### src/rtl/dma_chan_pkg.sv
package dma_chan_pkg;
    // control word bit positions
    localparam int PEND_BIT  = 0;
    localparam int IEN_BIT   = 4;
    localparam int FLUSH_BIT = 6;
    localparam int RST_BIT   = 7;
    // fixed codes
    localparam logic [3:0]  VER_CODE    = 4'hA;
    localparam logic [31:0] LOADED_CODE = 32'h0400_0000;
    localparam logic [31:0] ZERO_SUB    = 32'h0000_0040;
    // word roles
    localparam int CTRL_IDX = 0;
    localparam int ADDR_IDX = 1;
endpackage

### src/rtl/dma_chan_decode.sv
module dma_chan_decode #(
    parameter int ADDR_W    = 8,
    parameter int NUM_WORDS = 4,
    localparam int IDX_W    = $clog2(NUM_WORDS)
) (
    input  logic              we,
    input  logic [ADDR_W-1:0] addr,
    output logic [IDX_W-1:0]  idx,
    output logic              hit_ctrl,
    output logic              hit_addr,
    output logic              hit_plain
);
    import dma_chan_pkg::*;

    logic unused_addr_bits;

    assign idx = addr[IDX_W+1:2];

    generate
        if (ADDR_W > IDX_W + 2) begin : g_hi
            assign unused_addr_bits = ^{addr[ADDR_W-1:IDX_W+2], addr[1:0]};
        end else begin : g_nohi
            assign unused_addr_bits = ^addr[1:0];
        end
    endgenerate

    always_comb begin
        hit_ctrl  = we && (idx == IDX_W'(CTRL_IDX));
        hit_addr  = we && (idx == IDX_W'(ADDR_IDX));
        hit_plain = we && !hit_ctrl && !hit_addr;
    end
endmodule

### src/rtl/dma_chan_ctl_filter.sv
module dma_chan_ctl_filter #(
    parameter int DATA_W = 32
) (
    input  logic [DATA_W-1:0] wdata,
    output logic [DATA_W-1:0] filt,
    output logic              rst_hit,
    output logic              ien_clear
);
    import dma_chan_pkg::*;

    logic [DATA_W-1:0] v;

    always_comb begin
        v = wdata;
        if (wdata == '0) begin
            v = DATA_W'(ZERO_SUB);
        end else if (!wdata[RST_BIT] && wdata[FLUSH_BIT]) begin
            v[FLUSH_BIT] = 1'b0;
        end
        filt      = {VER_CODE, v[DATA_W-5:0]};
        rst_hit   = wdata[RST_BIT];
        ien_clear = !wdata[IEN_BIT];
    end
endmodule

### src/rtl/dma_chan_ctl_next.sv
module dma_chan_ctl_next #(
    parameter int DATA_W = 32
) (
    input  logic [DATA_W-1:0] ctrl_q,
    input  logic              irq_q,
    input  logic              hit_ctrl,
    input  logic              hit_addr,
    input  logic [DATA_W-1:0] filt,
    input  logic              ien_clear,
    input  logic              ack,
    input  logic              ev,
    output logic [DATA_W-1:0] ctrl_d,
    output logic              irq_d
);
    import dma_chan_pkg::*;

    always_comb begin
        // step 1: bus write result
        ctrl_d = ctrl_q;
        irq_d  = irq_q;
        if (hit_ctrl) begin
            ctrl_d = filt;
            if (ien_clear) irq_d = 1'b0;
        end else if (hit_addr) begin
            ctrl_d = DATA_W'(LOADED_CODE);
        end
        // step 2: acknowledge clears
        if (ack) begin
            ctrl_d[PEND_BIT] = 1'b0;
            irq_d            = 1'b0;
        end
        // step 3: event sets, last so it is never lost
        if (ev) begin
            ctrl_d[PEND_BIT] = 1'b1;
            irq_d            = 1'b1;
        end
    end
endmodule

### src/rtl/dma_chan_regs.sv
module dma_chan_regs #(
    parameter int DATA_W    = 32,
    parameter int ADDR_W    = 8,
    parameter int NUM_WORDS = 4
) (
    input  logic              clk,
    input  logic              rst_n,
    input  logic              bus_we,
    input  logic [ADDR_W-1:0] bus_addr,
    input  logic [DATA_W-1:0] bus_wdata,
    output logic [DATA_W-1:0] bus_rdata,
    input  logic              irq_event,
    input  logic              irq_ack,
    output logic              irq,
    output logic              ctl_reset_req
);
    import dma_chan_pkg::*;

    localparam int IDX_W = $clog2(NUM_WORDS);

    typedef struct packed {
        logic [NUM_WORDS-1:0][DATA_W-1:0] word;
        logic                             irq;
        logic                             rst_req;
    } state_t;

    state_t state_d, state_q;

    logic [IDX_W-1:0]  idx;
    logic              hit_ctrl, hit_addr, hit_plain;
    logic [DATA_W-1:0] filt;
    logic              rst_hit, ien_clear;
    logic [DATA_W-1:0] ctrl_next;
    logic              irq_next;
    logic [DATA_W-1:0] ctrl_word_q;

    dma_chan_decode #(.ADDR_W(ADDR_W), .NUM_WORDS(NUM_WORDS)) u_dec (
        .we        (bus_we),
        .addr      (bus_addr),
        .idx       (idx),
        .hit_ctrl  (hit_ctrl),
        .hit_addr  (hit_addr),
        .hit_plain (hit_plain)
    );

    dma_chan_ctl_filter #(.DATA_W(DATA_W)) u_filt (
        .wdata     (bus_wdata),
        .filt      (filt),
        .rst_hit   (rst_hit),
        .ien_clear (ien_clear)
    );

    dma_chan_ctl_next #(.DATA_W(DATA_W)) u_next (
        .ctrl_q    (state_q.word[CTRL_IDX]),
        .irq_q     (state_q.irq),
        .hit_ctrl  (hit_ctrl),
        .hit_addr  (hit_addr),
        .filt      (filt),
        .ien_clear (ien_clear),
        .ack       (irq_ack),
        .ev        (irq_event),
        .ctrl_d    (ctrl_next),
        .irq_d     (irq_next)
    );

    always_comb begin
        state_d         = state_q;
        state_d.rst_req = 1'b0;
        if (hit_ctrl && rst_hit) begin
            state_d.rst_req = 1'b1;
            for (int k = 1; k < NUM_WORDS; k++) begin
                state_d.word[k] = '0;
            end
        end
        if (hit_addr) begin
            state_d.word[ADDR_IDX] = bus_wdata;
        end
        if (hit_plain) begin
            state_d.word[idx] = bus_wdata;
        end
        state_d.word[CTRL_IDX] = ctrl_next;
        state_d.irq            = irq_next;
    end

    always_ff @(posedge clk) begin
        if (!rst_n) begin
            state_q <= '0;
        end else begin
            state_q <= state_d;
        end
    end

    assign bus_rdata     = state_q.word[idx];
    assign irq           = state_q.irq;
    assign ctl_reset_req = state_q.rst_req;
    assign ctrl_word_q   = state_q.word[CTRL_IDX];
endmodule

### config.mk
export PLATFORM = sky130hd
export DESIGN_NAME = dma_chan_regs
export DESIGN_NICKNAME = d
export VERILOG_FILES = /design/src/rtl/dma_chan_pkg.sv /design/src/rtl/dma_chan_decode.sv /design/src/rtl/dma_chan_ctl_filter.sv /design/src/rtl/dma_chan_ctl_next.sv /design/src/rtl/dma_chan_regs.sv
export SDC_FILE = /design/constraint.sdc
export NUM_CORES = 1
export LEC_CHECK = 0
export ABC_CLOCK_PERIOD_IN_PS = 1000
export BUFFER_PORTS_ARGS = -buffer_cell sky130_fd_sc_hd__buf_2
export CORE_MARGIN = 5
export CORE_UTILIZATION = 50
export DETAILED_ROUTE_END_ITERATION = 10
export MAX_ROUTING_LAYER = met4
export PLACE_DENSITY = 0.82
export SLEW_MARGIN = 10
export SYNTH_ARGS = -nofsm -noshare
export SYNTH_HDL_FRONTEND = slang
export SYNTH_SLANG_ARGS = --single-unit
### constraint.sdc
create_clock -name clk -period 1 [get_ports clk]
set_input_delay 0.05 -clock clk [delete_from_list [all_inputs] [get_ports clk]]
set_output_delay 0.05 -clock clk [all_outputs]
set_load 0.005 [all_outputs]
==> flow_summary.rst, run 1 <==
.. list-table::
   :header-rows: 1

   * - Metric
     - Value
   * - CTS root buffer
     - clkbuf_8
   * - Post-synth top area cell
     - dfxtp_1
   * - Clock tree buffer depth
     - 2
   * - Post-synthesis instance area
     - 5330 sq um
   * - Placeable Area
     - approximately 10000 sq um
   * - Effective utilization at floorplan
     - 51.4%
   * - Post-Syn Area per Cell
     - around 11 sq um
   * - Count of flip-flops with a built-in enable after synthesis
     - 0
   * - Number of buffers inserted by port buffering
     - 72
   * - Arrival time of data at the critical path endpoint
     - 1510 ps
   * - Average vias per placed instance
     - 6.15
   * - Run status
     - finished, violations left
   * - DIE HEIGHT
     - 113 microns
   * - Post-synth top flop
     - dfxtp_1
   * - Final Setup Violations
     - 33
   * - Aggregate routed wire length
     - 16600 microns
   * - Sum of overflow across all layers after global routing
     - 0
   * - Crit path cell chain
     - mux4_2, buf_2
   * - Slowest cell delay on critical path
     - 490 ps
   * - Sort of element at the end of the critical path
     - output port
   * - Time the final worst path needs with I/O delays and setup
     - 1560 ps
   * - Top post-synthesis cells by area
     - dfxtp_1, a22oi_1, mux4_2
   * - Number of instances in the synthesized netlist
     - 465
   * - Final critical-path share of the clock period
     - 156%
   * - Endpoints failing hold
     - 0
   * - Worst slew margin
     - 64.0%
   * - Post-route total power
     - around 13 mW
   * - Pins Over Slew Limit
     - 0
   * - Sequential area share after synthesis
     - a little under half
   * - FFs w/ async S/R, synth
     - 0%
   * - Clock latency on the worst-skew pair
     - 520 ps
   * - Vias post-DR
     - 4829
   * - Maximum capacitance violations
     - 0
   * - Via count of the first global-routing pass
     - about 5000
   * - Dpl hpwl
     - 9650 microns
   * - Average routed wire per standard cell
     - 21.1 microns
   * - CTS tree
     - done
   * - Initial DRC Count
     - 468
   * - Length of the first detailed-routing pass in iterations
     - 5
   * - Leakage
     - 2.98 nW
   * - CTS buffer count
     - 17
   * - Kind of cell adding the most delay to the critical path
     - multiplexers
   * - Clock slew seen by the registers of the worst setup and hold paths
     - 60 ps
   * - Hold_ws
     - 35.8 ps
   * - RSZ-0062 raised after global routing
     - true
   * - Fraction of layout instances using a drive strength above 1
     - 43.1%
   * - Max Clock Freq
     - 642 MHz
   * - Crit path buffers/inverters
     - 1
   * - Post-layout worst setup margin
     - -558 ps
   * - Count of antenna diodes in the layout
     - 0
   * - Violations in the final reports
     - setup timing
   * - Sort of element at the start of the critical path
     - flop
   * - Portion of synthesized cell area occupied by the leading cell type
     - roughly 48%
   * - Type of the worst setup path
     - flop to output port
   * - Global-route wire length before repair
     - 25500 microns
   * - Synthesized Nets
     - 510
   * - Crit path max-delay cell type
     - mux4_2
   * - Crit path max fanout
     - 2
   * - Total GRT Usage
     - a little over a quarter
   * - Boundary Pins
     - 79
   * - Number of fill cells
     - 674
   * - Width of the die
     - roughly 110 microns
   * - Warning count from the yosys run
     - 0
   * - Worst slew pin tran
     - 540 ps
   * - Final Wtd Congestion
     - 0.886
   * - Cell Rows
     - 37
   * - Number of nets still failing antenna checks after routing
     - 0
   * - Setup clock skew after layout
     - 0 ps
   * - Htree depth
     - 4
   * - Post-placement worst setup slack
     - -465 ps
   * - Number of distinct library cells after synthesis
     - 32
   * - Flop and latch count out of synthesis
     - 127
   * - Pwr dens
     - around 1800 nW/um^2
   * - Worst Hold Class
     - input pin to flop
   * - Synth-to-Final Area Change
     - 40.2%
   * - Post-layout util
     - 72.1%
   * - Peak supply drop
     - 1500 uV
   * - Net total in the final layout
     - 681
   * - Die area
     - around 13000 sq um
   * - DRC errors left
     - 0
   * - Number of antenna violations at the first check in global routing
     - 0
   * - Data required time of the worst path
     - roughly 950 ps
   * - Largest net degree at the start of global routing
     - 66
   * - Total clock sinks
     - 127
-- tightest hold or removal path: stages --
cell and delay (ps):
buf_2 140, and2b_4 180, o21ai_0 70, a21boi_0 90
-- per-stage QoR --
| stage | instances | cell area (sq um) | setup TNS, ps |
|---|---|---|---|
| floorplan | 465 | 5340 | -190 |
| global placement | 704 | 6300 | -23500 |
| detailed placement | 704 | 6300 | -27800 |
| CTS | 779 | 7390 | -16450 |
| global route | 785 | 7470 | -17540 |
| finish | 785 | 7470 | -16190 |
-- flip-flops by register name, indices dropped and copies added (netlist names) --
signal         cells
state_q           96
ctrl_word_q       29
irq                1
ctl_reset_req      1
-- routing by layer --
layer,wire (microns),share of wire (%),up-vias,global-route usage (%)
met5,0,0,-,-
met1,6360,38,2399,31.6
met3,1210,7.3,66,6.52
met2,8320,50,261,41.7
li1,-,-,2103,-
met4,663,4.0,0,12.2
-- power breakdown --
group,leakage [nW],switching (mW),total (mW),internal (mW)
clock,0.307,2.29,6.65,4.36
sequential,1.05,0.100,5.34,5.24
combinational,1.62,0.687,1.47,0.781
total,2.98,3.08,13.5,10.4
-- cell type report --
type / instances / area [sq um] / share of cell area, %
flip-flops and latches: 127 / 2600 / 34.8
multi-input cells: 290 / 2540 / 34.0
repair buffers: 199 / 1520 / 20.4
clock buffers: 18 / 428 / 5.72
clock inverters: 14 / 214 / 2.86
well taps: 136 / 170 / 2.28
inverters: 1 / 3.75 / 0.0502
-- cells by family (layout without fill, tap and decap cells) --
| group | after synthesis | after routing | share of synthesized area [%] |
|---|---|---|---|
| muxes | 32 | 32 | 13.1 |
| DFF | 127 | 127 | 47.7 |
| AOI/OAI and AO/OA | 136 | 136 | 19.7 |
| and+or+nand+nor | 122 | 122 | 14.6 |
| buffers and inverters | 48 | 232 | 5.00 |
-- cell usage after synthesis, drive strengths merged, types with 3 or more instances --
cell type,number
nor2b,98
clkbuf,12
dfxtp,127
a22o,26
mux4,30
a22oi,96
o21ai,5
and2,5
nand2,3
nor4,8
buf,35
-- final timing paths --
path,startpoint,to,slack [ps],cells past startpoint
max reg2reg,state_q[119],state_q[119],30,4
max,ctrl_word_q[24],bus_rdata[24],-560,2
min,bus_we,ctrl_word_q[26],40,4
min reg2reg,ctrl_word_q[10],ctrl_word_q[10],470,1
-- what timing repair did --
item,CTS,global route
pin swaps,1,0
endpoints found under the setup margin,33,34
hold buffers,33,0
gates resized for setup,22,27
setup buffers,10,6
endpoints found under the hold margin,117,0
-- layout by cell type, fill, tap and decap left out, types with 5 or more instances in the layout --
| master | instances |
|---|---|
| dfxtp_1 | 83 |
| buf_2 | 68 |
| nor4_1 | 8 |
| mux4_2 | 30 |
| nor2b_1 | 98 |
| a22o_1 | 26 |
| and2_1 | 5 |
| clkbuf_16 | 16 |
| dlygate4sd3_1 | 33 |
| bufinv_16 | 5 |
| dfxtp_2 | 44 |
| a22oi_1 | 96 |
| buf_12 | 8 |
| buf_4 | 86 |
Note: power is estimated with default switching activity, not from simulation.
==> inputs of run 2 (changes only) <==
--- a/config.mk
+++ b/config.mk
@@ -11,8 +11,10 @@
 export CORE_UTILIZATION = 50
 export DETAILED_ROUTE_END_ITERATION = 10
 export MAX_ROUTING_LAYER = met4
-export PLACE_DENSITY = 0.82
+export PLACE_DENSITY = 0.81
+export SKIP_LAST_GASP = 1
 export SLEW_MARGIN = 10
 export SYNTH_ARGS = -nofsm -noshare
 export SYNTH_HDL_FRONTEND = slang
+export SYNTH_HIERARCHICAL = 1
 export SYNTH_SLANG_ARGS = --single-unit
==> flow_summary.rst, run 2 <==
.. list-table::
   :header-rows: 1

   * - Metric
     - Value
   * - Largest net degree at the start of global routing
     - 67 (was 66)
   * - Aggregate routed wire length
     - 19100 microns (was 16600 microns)
   * - Pwr dens
     - 1620 nW/um^2 (was 1800 nW/um^2)
   * - Effective utilization at floorplan
     - 51.1% (was 51.4%)
   * - Global-route met2 utilization
     - 41.6% (was 41.7%)
   * - Post-synthesis instance area
     - 6140 sq um (was 5330 sq um)
   * - FFs w/ async S/R, synth
     - 0% (unchanged)
   * - Die area
     - 14600 sq um (was 12800 sq um)
   * - Final Setup Violations
     - 33 (unchanged)
   * - Flop and latch count out of synthesis
     - 130 (was 127)
   * - Max Clock Freq
     - 696 MHz (was 642 MHz)
   * - R2R Setup Slk
     - 40 ps (was 30 ps)
   * - Boundary Pins
     - 79 (unchanged)
   * - Maximum capacitance violations
     - 0 (unchanged)
   * - Most frequent cells after synthesis
     - dfxtp_1, nand3_1, nand2_1 (was dfxtp_1, nor2b_1, a22oi_1)
   * - Post-route cell area
     - 7860 sq um (was 7470 sq um)
   * - Post-detailed-placement cell area
     - 7010 sq um (was 6300 sq um)
   * - DRC errors left
     - 0 (unchanged)
   * - Top Usage Layer GRT
     - met2 (unchanged)
   * - Post-synth top flop
     - dfxtp_1 (unchanged)
   * - Synth-to-Final Area Change
     - 27.9% (was 40.2%)
   * - Number of fill cells
     - 892 (was 674)
   * - Violations in the final reports
     - setup timing (unchanged)
   * - Most numerous cell in the Yosys netlist
     - dfxtp_1 (unchanged)
   * - CTS root buffer
     - clkbuf_16 (was clkbuf_8)
   * - Worst slew pin tran
     - 559 ps (was 540 ps)
   * - Total clock sinks
     - 130 (was 127)
   * - Clock slew seen by the registers of the worst setup and hold paths
     - 50 ps (was 60 ps)
   * - Most common library cell in the layout ignoring fill and taps
     - dfxtp_1 (was nor2b_1)
   * - Htree depth
     - 4 (unchanged)
   * - Clock latency on the worst-skew pair
     - 430 ps (was 520 ps)
   * - Top post-synthesis cells by area
     - dfxtp_1, mux4_2, nand3_1 (was dfxtp_1, a22oi_1, mux4_2)
   * - Number of instances in the synthesized netlist
     - 653 (was 465)
   * - Data required time of the worst path
     - 950 ps (about the same)
   * - Post-Syn Area per Cell
     - 9.41 sq um (was 11.5 sq um)
   * - Peak supply drop
     - 1180 uV (was 1500 uV)
   * - Number of nets still failing antenna checks after routing
     - 0 (unchanged)
   * - Sort of element at the start of the critical path
     - flop (unchanged)
   * - Number of antenna violations at the first check in global routing
     - 0 (unchanged)
   * - Worst slew margin
     - 62.4% (was 64.0%)
   * - Worst Hold Class
     - input pin to flop (unchanged)
   * - Length of the first detailed-routing pass in iterations
     - 5 (unchanged)
   * - Global-route wire length before repair
     - 29100 microns (was 25500 microns)
   * - Flip-flop count of the largest register after layout
     - 96 (unchanged)
   * - Pins Over Slew Limit
     - 0 (unchanged)
   * - Run status
     - finished, violations left (unchanged)
   * - Global-route track usage on met3
     - 6.78% (was 6.52%)
   * - Depth of the most critical reg-to-reg path
     - 3 (was 4)
   * - Cell Rows
     - 40 (was 37)
   * - Sort of element at the end of the critical path
     - output port (unchanged)
   * - RSZ-0062 raised after global routing
     - true (unchanged)
   * - Post-layout util
     - 65.4% (was 72.1%)
   * - Post-layout worst setup margin
     - -437 ps (was -558 ps)
   * - Time the final worst path needs with I/O delays and setup
     - 1440 ps (was 1560 ps)
   * - Leakage
     - 3.05 nW (was 2.98 nW)
   * - Via count of the first global-routing pass
     - 5595 (was 4987)
   * - DIE HEIGHT
     - 121 microns (was 113 microns)
   * - Final critical-path share of the clock period
     - 144% (was 156%)
   * - Width of the die
     - 121 microns (was 113 microns)
   * - Total GRT Usage
     - 26.5% (was 26.3%)
   * - Initial DRC Count
     - 656 (was 468)
   * - Final Wtd Congestion
     - 0.838 (was 0.886)
   * - Count of flip-flops with a built-in enable after synthesis
     - 0 (unchanged)
   * - Hold_ws
     - 13.9 ps (was 35.8 ps)
   * - Post-synth top area cell
     - dfxtp_1 (unchanged)
   * - Worst hold path stage count
     - 4 (unchanged)
   * - Area taken by multi-input logic gates
     - 3120 sq um (was 2540 sq um)
   * - Warning count from the yosys run
     - 6 (was 0)
   * - Crit path max fanout
     - 2 (unchanged)
   * - Sequential area share after synthesis
     - 42.4% (was 47.7%)
   * - CTS tree
     - done (unchanged)
   * - Type of the worst setup path
     - flop to output port (unchanged)
   * - Dpl hpwl
     - 11400 microns (was 9650 microns)
   * - Endpoints failing hold
     - 0 (unchanged)
   * - Register bank with the most flops
     - state_q (unchanged)
   * - Sum of overflow across all layers after global routing
     - 0 (unchanged)
   * - Setup clock skew after layout
     - 0 ps (unchanged)
   * - Placeable Area
     - 12000 sq um (was 10400 sq um)
   * - Top library cells by usage in the layout, fill and taps aside
     - dfxtp_1, nand3_1, buf_4 (was nor2b_1, a22oi_1, buf_4)
   * - Average vias per placed instance
     - 6.30 (was 6.15)
   * - CTS buffer count
     - 17 (unchanged)
   * - Clock tree buffer depth
     - 2 (unchanged)
   * - Area occupied by registers
     - 2640 sq um (was 2600 sq um)
   * - Number of distinct library cells after synthesis
     - 32 (unchanged)
   * - Number of buffers inserted by port buffering
     - 72 (unchanged)
   * - Net total in the final layout
     - 787 (was 681)
   * - Vias post-DR
     - 5681 (was 4829)
   * - Average routed wire per standard cell
     - 21.2 microns (was 21.1 microns)
   * - Met1 capacity usage during global routing
     - 32.7% (was 31.6%)
   * - Fraction of layout instances using a drive strength above 1
     - 36.3% (was 43.1%)
   * - Portion of synthesized cell area occupied by the leading cell type
     - 42.4% (was 47.7%)
   * - Count of antenna diodes in the layout
     - 0 (unchanged)
   * - Arrival time of data at the critical path endpoint
     - 1390 ps (was 1510 ps)
## run 2: worst max-delay path, cell delays in order, from the launching register on
cell and delay, ps:
dfxtp_1 330, mux4_2 480, buf_2 150
## run 2: layout make-up
class	count	share of cell area, %
flip-flops and latches	130	33.6
multi-input cells	424	39.6
inverters	2	0.0955
clock buffers	25	6.69
clock inverters	7	0.605
repair buffers	167	17.1
well taps	147	2.34
## run 2: metrics by stage
stage | total power [mW] | setup TNS (ps) | setup WS [ps] | cells
3_5_place_dp | 6.82 | -54000 | -543 | 855
6_report | 12.8 | -13010 | -437 | 902
2_1_floorplan | 6.28 | -3500 | -106 | 655
3_3_place_gp | 6.77 | -47190 | -454 | 855
5_1_grt | 13.1 | -14000 | -463 | 902
4_1_cts | 12.7 | -13390 | -456 | 897
## run 2: cells by family after synthesis
| family | after synthesis | share of synthesized area (%) |
|---|---|---|
| AOI/OAI and AO/OA | 162 | 19.0 |
| DFF | 130 | 42.4 |
| muxes | 32 | 11.7 |
| other | 2 | 0.122 |
| buffers and inverters | 103 | 8.25 |
| and+or+nand+nor | 224 | 18.6 |
## run 2: power by group
part / switching (mW) / leakage [nW] / internal (mW)
Clock: 2.28 / 0.270 / 3.62
Sequential: 0.0877 / 1.07 / 5.35
Combinational: 0.742 / 1.71 / 0.689
## run 2: repair_timing
item / 4_1_cts / 5_1_grt
setup buffers: 4 / 3
hold buffers: 4 / 0
cloned: 2 / 2
pin swaps: 2 / 0
endpoints found under the hold margin: 10 / 0
setup endpoints to repair: 62 / 66
resized for setup: 9 / 37
## run 2: path summary, 6_finish.rpt
kind                                     start        endpoint
worst min register to register     state_q[84]     state_q[84]
worst max-delay path            ctrl_word_q[9]    bus_rdata[9]
worst min-delay path             bus_wdata[26]     state_q[60]
worst max register to register  ctrl_word_q[0]  ctrl_word_q[0]
## run 2: per-layer routing
metal | wire, microns | vias up
li1 | - | 2509
met1 | 7560 | 2770
met2 | 9390 | 349
met3 | 1760 | 53
met4 | 418 | 0
met5 | 0 | -
